## config.mk

```make
export PLATFORM = sky130hd
export DESIGN_NAME = nic_cmd_irq_reg
export DESIGN_NICKNAME = d
export VERILOG_FILES = /design/src/rtl/nic_cir_pkg.sv /design/src/rtl/cir_field.sv /design/src/rtl/cir_evt_bank.sv /design/src/rtl/cir_irq_out.sv /design/src/rtl/nic_cmd_irq_reg.sv
export SDC_FILE = /design/constraint.sdc
export NUM_CORES = 1
export LEC_CHECK = 0
export ABC_AREA = 1
export BUFFER_PORTS_ARGS = -buffer_cell sky130_fd_sc_hd__buf_2
export CORE_AREA = 2 2 57 59
export CTS_CLUSTER_SIZE = 16
export DETAILED_ROUTE_END_ITERATION = 12
export DIE_AREA = 0 0 59 61
export GPL_TIMING_DRIVEN = 0
export PLACE_DENSITY = 0.76
export SYNTH_ARGS = -nofsm -noshare
export SYNTH_HDL_FRONTEND = slang
export SYNTH_HIERARCHICAL = 1
export SYNTH_SLANG_ARGS = --single-unit
```

## constraint.sdc

```tcl
create_clock -name clk -period 1.1 [get_ports clk]
set_clock_uncertainty 0.05 [all_clocks]
set_input_delay 0.22 -clock clk [delete_from_list [all_inputs] [get_ports clk]]
set_output_delay 0.22 -clock clk [all_outputs]
set_load 0.02 [all_outputs]
```

## src/rtl/nic_cir_pkg.sv

```systemverilog
package nic_cir_pkg;
   localparam int REG_W    = 32;
   localparam int BYTE_W   = 8;
   localparam int CMD_BYTE = 0;
   localparam int CTL_BYTE = 3;
   localparam int MASK_LSB = 26;
   localparam int SI_BIT   = 25;
   localparam int GM_BIT   = 24;
   localparam int CU_LSB   = 4;
   localparam int CU_MAX_W = 4;
   localparam int RU_LSB   = 0;
   localparam int RU_MAX_W = 3;
   localparam int MAX_EVT  = REG_W - MASK_LSB;
endpackage

```

## src/rtl/cir_field.sv

```systemverilog
module cir_field #(
   parameter int W = 4
) (
   input  logic         clk,
   input  logic         rst_n,
   input  logic         wr_stb,
   input  logic [W-1:0] wr_val,
   input  logic         acc,
   output logic [W-1:0] q
);
   always_ff @(posedge clk or negedge rst_n) begin
      if (!rst_n)      q <= '0;
      else if (wr_stb) q <= wr_val;
      else if (acc)    q <= '0;
   end

   // also covers R9 for the receive unit instance
   p_accept_clear_r8: assert property (@(posedge clk) disable iff (!rst_n)
      acc && !wr_stb |=> q == '0);
   p_hold_r8: assert property (@(posedge clk) disable iff (!rst_n)
      !acc && !wr_stb |=> $stable(q));
   p_write_wins_r11: assert property (@(posedge clk) disable iff (!rst_n)
      wr_stb |=> q == $past(wr_val));
endmodule

```

## src/rtl/cir_evt_bank.sv

```systemverilog
module cir_evt_bank #(
   parameter int N = 6
) (
   input  logic         clk,
   input  logic         rst_n,
   input  logic [N-1:0] evt,
   input  logic [N-1:0] ack,
   output logic [N-1:0] pend
);
   for (genvar i = 0; i < N; i++) begin : g_flag
      always_ff @(posedge clk or negedge rst_n) begin
         if (!rst_n)      pend[i] <= 1'b0;
         else if (evt[i]) pend[i] <= 1'b1;
         else if (ack[i]) pend[i] <= 1'b0;
      end

      p_set_wins_r4: assert property (@(posedge clk) disable iff (!rst_n)
         evt[i] |=> pend[i]);
      p_ack_clears_r4: assert property (@(posedge clk) disable iff (!rst_n)
         ack[i] && !evt[i] |=> !pend[i]);
   end
endmodule

```

## src/rtl/cir_irq_out.sv

```systemverilog
module cir_irq_out #(
   parameter int N       = 6,
   parameter bit INT_REG = 1'b0
) (
   input  logic         clk,
   input  logic         rst_n,
   input  logic [N-1:0] pend,
   input  logic [N-1:0] mask,
   input  logic         gmask,
   input  logic         swp,
   output logic         int_n
);
   logic want;
   assign want = !gmask && ((|(pend & ~mask)) || swp);

   if (INT_REG) begin : g_reg
      logic int_q;
      always_ff @(posedge clk or negedge rst_n) begin
         if (!rst_n) int_q <= 1'b1;
         else        int_q <= !want;
      end
      assign int_n = int_q;

      p_gmask_quiet_r6: assert property (@(posedge clk) disable iff (!rst_n)
         $past(gmask) |-> int_n);
      p_unmasked_fires_r2: assert property (@(posedge clk) disable iff (!rst_n)
         !gmask && (|(pend & ~mask)) |=> !int_n);
   end else begin : g_comb
      assign int_n = !want;

      p_gmask_quiet_r6: assert property (@(posedge clk) disable iff (!rst_n)
         gmask |-> int_n);
      p_unmasked_fires_r2: assert property (@(posedge clk) disable iff (!rst_n)
         !gmask && (|(pend & ~mask)) |-> !int_n);
   end
endmodule

```

## src/rtl/nic_cmd_irq_reg.sv

```systemverilog
module nic_cmd_irq_reg
   import nic_cir_pkg::*;
#(
   parameter int NUM_EVT = 6,
   parameter int CU_W    = 4,
   parameter int RU_W    = 3,
   parameter bit INT_REG = 1'b0
) (
   input  logic               clk,
   input  logic               rst_n,
   input  logic               wr_en,
   input  logic [3:0]         wr_be,
   input  logic [31:0]        wr_data,
   output logic [31:0]        rd_data,
   input  logic [NUM_EVT-1:0] evt_in,
   input  logic [NUM_EVT:0]   evt_ack,
   input  logic               cu_accept,
   input  logic               ru_accept,
   output logic [CU_W-1:0]    cu_cmd,
   output logic [RU_W-1:0]    ru_cmd,
   output logic               int_n
);
   localparam int SW_IDX = NUM_EVT;

   initial begin
      assert (NUM_EVT >= 1 && NUM_EVT <= MAX_EVT) else $error("NUM_EVT out of range");
      assert (CU_W >= 1 && CU_W <= CU_MAX_W) else $error("CU_W out of range");
      assert (RU_W >= 1 && RU_W <= RU_MAX_W) else $error("RU_W out of range");
   end

   logic               wr_cmd, wr_ctl;
   logic [NUM_EVT-1:0] mask_q, pend;
   logic               gm_q, swp_q;
   logic               unused_bits;

   assign wr_cmd      = wr_en && wr_be[CMD_BYTE];
   assign wr_ctl      = wr_en && wr_be[CTL_BYTE];
   assign unused_bits = ^{wr_data, wr_be};

   always_ff @(posedge clk or negedge rst_n) begin
      if (!rst_n) begin
         mask_q <= '0;
         gm_q   <= 1'b0;
      end else if (wr_ctl) begin
         mask_q <= wr_data[MASK_LSB +: NUM_EVT];
         gm_q   <= wr_data[GM_BIT];
      end
   end

   always_ff @(posedge clk or negedge rst_n) begin
      if (!rst_n)
         swp_q <= 1'b0;
      else if (wr_ctl && wr_data[SI_BIT] && !wr_data[GM_BIT])
         swp_q <= 1'b1;
      else if (evt_ack[SW_IDX])
         swp_q <= 1'b0;
   end

   p_si_dropped_r7: assert property (@(posedge clk) disable iff (!rst_n)
      wr_ctl && wr_data[SI_BIT] && wr_data[GM_BIT] && !swp_q |=> !swp_q);
   p_si_fires_r5: assert property (@(posedge clk) disable iff (!rst_n)
      wr_ctl && wr_data[SI_BIT] && !wr_data[GM_BIT] |=> swp_q);

   cir_field #(.W(CU_W)) u_cu (
      .clk(clk), .rst_n(rst_n), .wr_stb(wr_cmd),
      .wr_val(wr_data[CU_LSB +: CU_W]), .acc(cu_accept), .q(cu_cmd));

   cir_field #(.W(RU_W)) u_ru (
      .clk(clk), .rst_n(rst_n), .wr_stb(wr_cmd),
      .wr_val(wr_data[RU_LSB +: RU_W]), .acc(ru_accept), .q(ru_cmd));

   cir_evt_bank #(.N(NUM_EVT)) u_evt (
      .clk(clk), .rst_n(rst_n), .evt(evt_in),
      .ack(evt_ack[NUM_EVT-1:0]), .pend(pend));

   cir_irq_out #(.N(NUM_EVT), .INT_REG(INT_REG)) u_irq (
      .clk(clk), .rst_n(rst_n), .pend(pend), .mask(mask_q),
      .gmask(gm_q), .swp(swp_q), .int_n(int_n));

   always_comb begin
      rd_data                      = '0;
      rd_data[MASK_LSB +: NUM_EVT] = mask_q;
      rd_data[GM_BIT]              = gm_q;
      rd_data[CU_LSB +: CU_W]      = cu_cmd;
      rd_data[RU_LSB +: RU_W]      = ru_cmd;
   end
endmodule

```

==> results.sh <==
export IMPL_place_congestion=0.680
export IMPL_ys_ff_latch=21
export IMPL_critical_path_cell_chain="nand2_1 > nand2_1 > nor2_1 > nand2_1 > nand2_1 > buf_6"
export IMPL_grt_overflow=0
export IMPL_core_area_mm2=0.00295
export IMPL_instances_no_fill=266
export IMPL_synth_seq_area_share=0.476
export IMPL_drt_total_wl_um=2540
export IMPL_cts_tree="yes"
export IMPL_yosys_warnings=6
export IMPL_grt_pass1_wl_um=3830
export IMPL_root_buffer="clkbuf_4"
export IMPL_layout_drive_gt1_share=0.442
export IMPL_track_usage=0.142
export IMPL_dp_hpwl_um=1860
export IMPL_cts_sinks=21
export IMPL_dr_pass1_iters=4
export IMPL_peakVddDrop_v=0.000606
export IMPL_dieArea_mm2=0.00360
export IMPL_port_buffers=56
export IMPL_ios=94
export IMPL_cp_data_arrival_time_ns=1.17
export IMPL_synth_top_cell_by_area="dfrtp_1"
export IMPL_synthCells=147
export IMPL_yosys_top_cells_area="dfrtp_1 48%, nand2_1 23%, buf_4 18%"
export IMPL_drtIter0Drc=26
export IMPL_drtAntennaViolNets=0
export IMPL_p_int_w=0.00132
export IMPL_worstPathMaxFanout=2
export IMPL_p_leak_nw=1.11
export IMPL_grt_max_degree=22
export IMPL_nNetsFinal=288
export IMPL_fin_crit_ns=1.44
export IMPL_p_clk_frac=0.193
export IMPL_placed_cells=253
export IMPL_synth_top_area_frac=0.476
export IMPL_drc=0
export IMPL_fmax_mhz=693
export IMPL_synthToLayoutAreaGrowth_pct=59.2
export IMPL_powerDensity_mw_per_mm2=1100
export IMPL_status="finished with violations"
export IMPL_finalHoldViolations=0
export IMPL_setup_slack_ns=-0.343
export IMPL_fillers=282
export IMPL_syn_area_mm2=0.00110
export IMPL_slew_viol_final=0
export IMPL_num_vias=1047
export IMPL_cp_end_kind="output port"
export IMPL_antennaDiodeCount=0
export IMPL_cp_required_ns=0.83
export IMPL_critPathKind="flip-flop to output port"
export IMPL_path_clk_slew_ns=0.12
export IMPL_clock_latency_ns=0.30
export IMPL_start_util=0.374
export IMPL_synthAdderAreaFrac=0
export IMPL_numCtsBuffers=3
export IMPL_synth_top_family_by_area="simple AND/OR/NAND/NOR gates"
export IMPL_synth_xor_area_share=0
export IMPL_power_frac_comb=0.344
export IMPL_route_detailed_wl_per_inst_um=9.54
export IMPL_setup_viol=22
export IMPL_cts_path_max_buffers=2
export IMPL_synthSimpleGateAreaFrac=0.262
export IMPL_path_buf_inv=1
export IMPL_cp_start_kind="flip-flop"
export IMPL_ys_types=9
export IMPL_die_h_um=61
export IMPL_final_seq_area_um2=532
export IMPL_netSwitchingFraction=0.317
export IMPL_power_total_w=0.00194
export IMPL_antenna_found_initial=0
export IMPL_synth_mux_area_frac=0
export IMPL_worst_path_most_repeated_cell="nand2_1"
export IMPL_hold_ws_ns=0.0403
export IMPL_slowest_stage="dfrtp_1"
export IMPL_synth_compound_area_share=0
export IMPL_multi_input_area_um2=357
export IMPL_path_delay_family="flip-flops"
export IMPL_row_count=20
export IMPL_syn_area_per_cell_um2=7.51
export IMPL_cap_viol_max_count=0
export IMPL_rsz0062_at_grt="yes"
export IMPL_fp_dieW_um=59
export IMPL_layout_common_cells="68 x nand2_1, 35 x buf_2, 30 x buf_6"
export IMPL_p_sw_w=0.000613
export IMPL_grt_pass1_vias=935
export IMPL_viasPerCell=3.94
export IMPL_violations="setup timing"
export IMPL_htree_num_levels=1
export IMPL_hold_class="input port to flip-flop"
export IMPL_critPathMaxStageDelay_ns=0.40
export IMPL_period_share=1.31
export IMPL_mostFrequentLayoutCell="nand2_1"
export IMPL_pwr_share_seq=0.463
-- metal layers --
metal  track usage  vias to the layer above  wire (um)
met2         0.286                       42       1390
met5             0                        -          0
met3        0.0213                        4        148
li1              -                      547          -
met4        0.0487                        0         20
met1         0.149                      454        982
-- synthesized netlist by cell type --
master   count
nand2_1     68
buf_4       26
inv_1       23
dfrtp_1     21
nor2_1       4
nor2_2       2
conb_1       1
inv_2        1
nand2_2      1
-- power by group through the flow --
stage          clock network (W)  registers, W  logic, W
2_1_floorplan                  0      0.000955  0.000284
3_3_place_gp                   0      0.000901  0.000507
3_5_place_dp                   0      0.000903  0.000515
4_1_cts                 0.000397      0.000895  0.000641
5_1_grt                 0.000439      0.000906  0.000722
6_report                0.000374      0.000897  0.000665
-- per-stage QoR --
stage,setup WS [ns],utilization,setup TNS [ns],cell area [um^2]
4_1_cts,-0.353,0.583,-2.61,1720
2_1_floorplan,0.00348,-,0,1170
3_3_place_gp,-0.0205,0.506,-0.0205,1500
3_5_place_dp,-0.0275,0.506,-0.0275,1500
6_report,-0.343,0.595,-2.39,1760
5_1_grt,-0.426,0.595,-3.55,1760
-- registers in the layout, indices dropped and copies added, names as in the netlist --
| signal | flops |
|---|---|
| u_ru/q | 3 |
| u_cu/q | 4 |
| swp_q | 1 |
| mask_q | 6 |
| u_evt/pend | 6 |
| gm_q | 1 |
-- path summary, 6_finish.rpt --
check	from	to	slack, ns	cells after the start
setup / recovery	u_evt/pend[5]	int_n	-0.34	6
hold / removal	evt_in[0]	u_evt/pend[0]	0.04	3
setup reg to reg	u_evt/pend[5]	u_evt/pend[5]	0.21	4
hold reg to reg	u_evt/pend[0]	u_evt/pend[0]	0.43	2
max in group asynchronous	rst_n	mask_q[4]	0.30	2
min in group asynchronous	rst_n	gm_q	0.35	2
-- repair_timing --
action,4_1_cts,5_1_grt
cloned,0,0
setup endpoints to repair,22,22
hold endpoints to repair,21,0
resized for setup,47,6
buffers inserted,5,4
hold buffers,1,0
-- tightest hold or removal path, stage by stage --
cell	delay, ns
buf_2	0.07
inv_1	0.03
nand2_1	0.05
-- final cells by class --
type	instances	share of cell area
Buffer	26	0.128
Clock buffer	4	0.0150
Inverter	24	0.0513
Multi-Input combinational cell	93	0.203
Sequential cell	21	0.303
Tap cell	33	0.0235
Timing Repair Buffer	65	0.276
-- cells by family (layout without fill, tap and decap cells) --
family        after synthesis  in the layout
buf+inv                    50            119
flops                      21             21
other cells                 1             18
simple gates               75             75
Power figures use the tool's default switching activity.
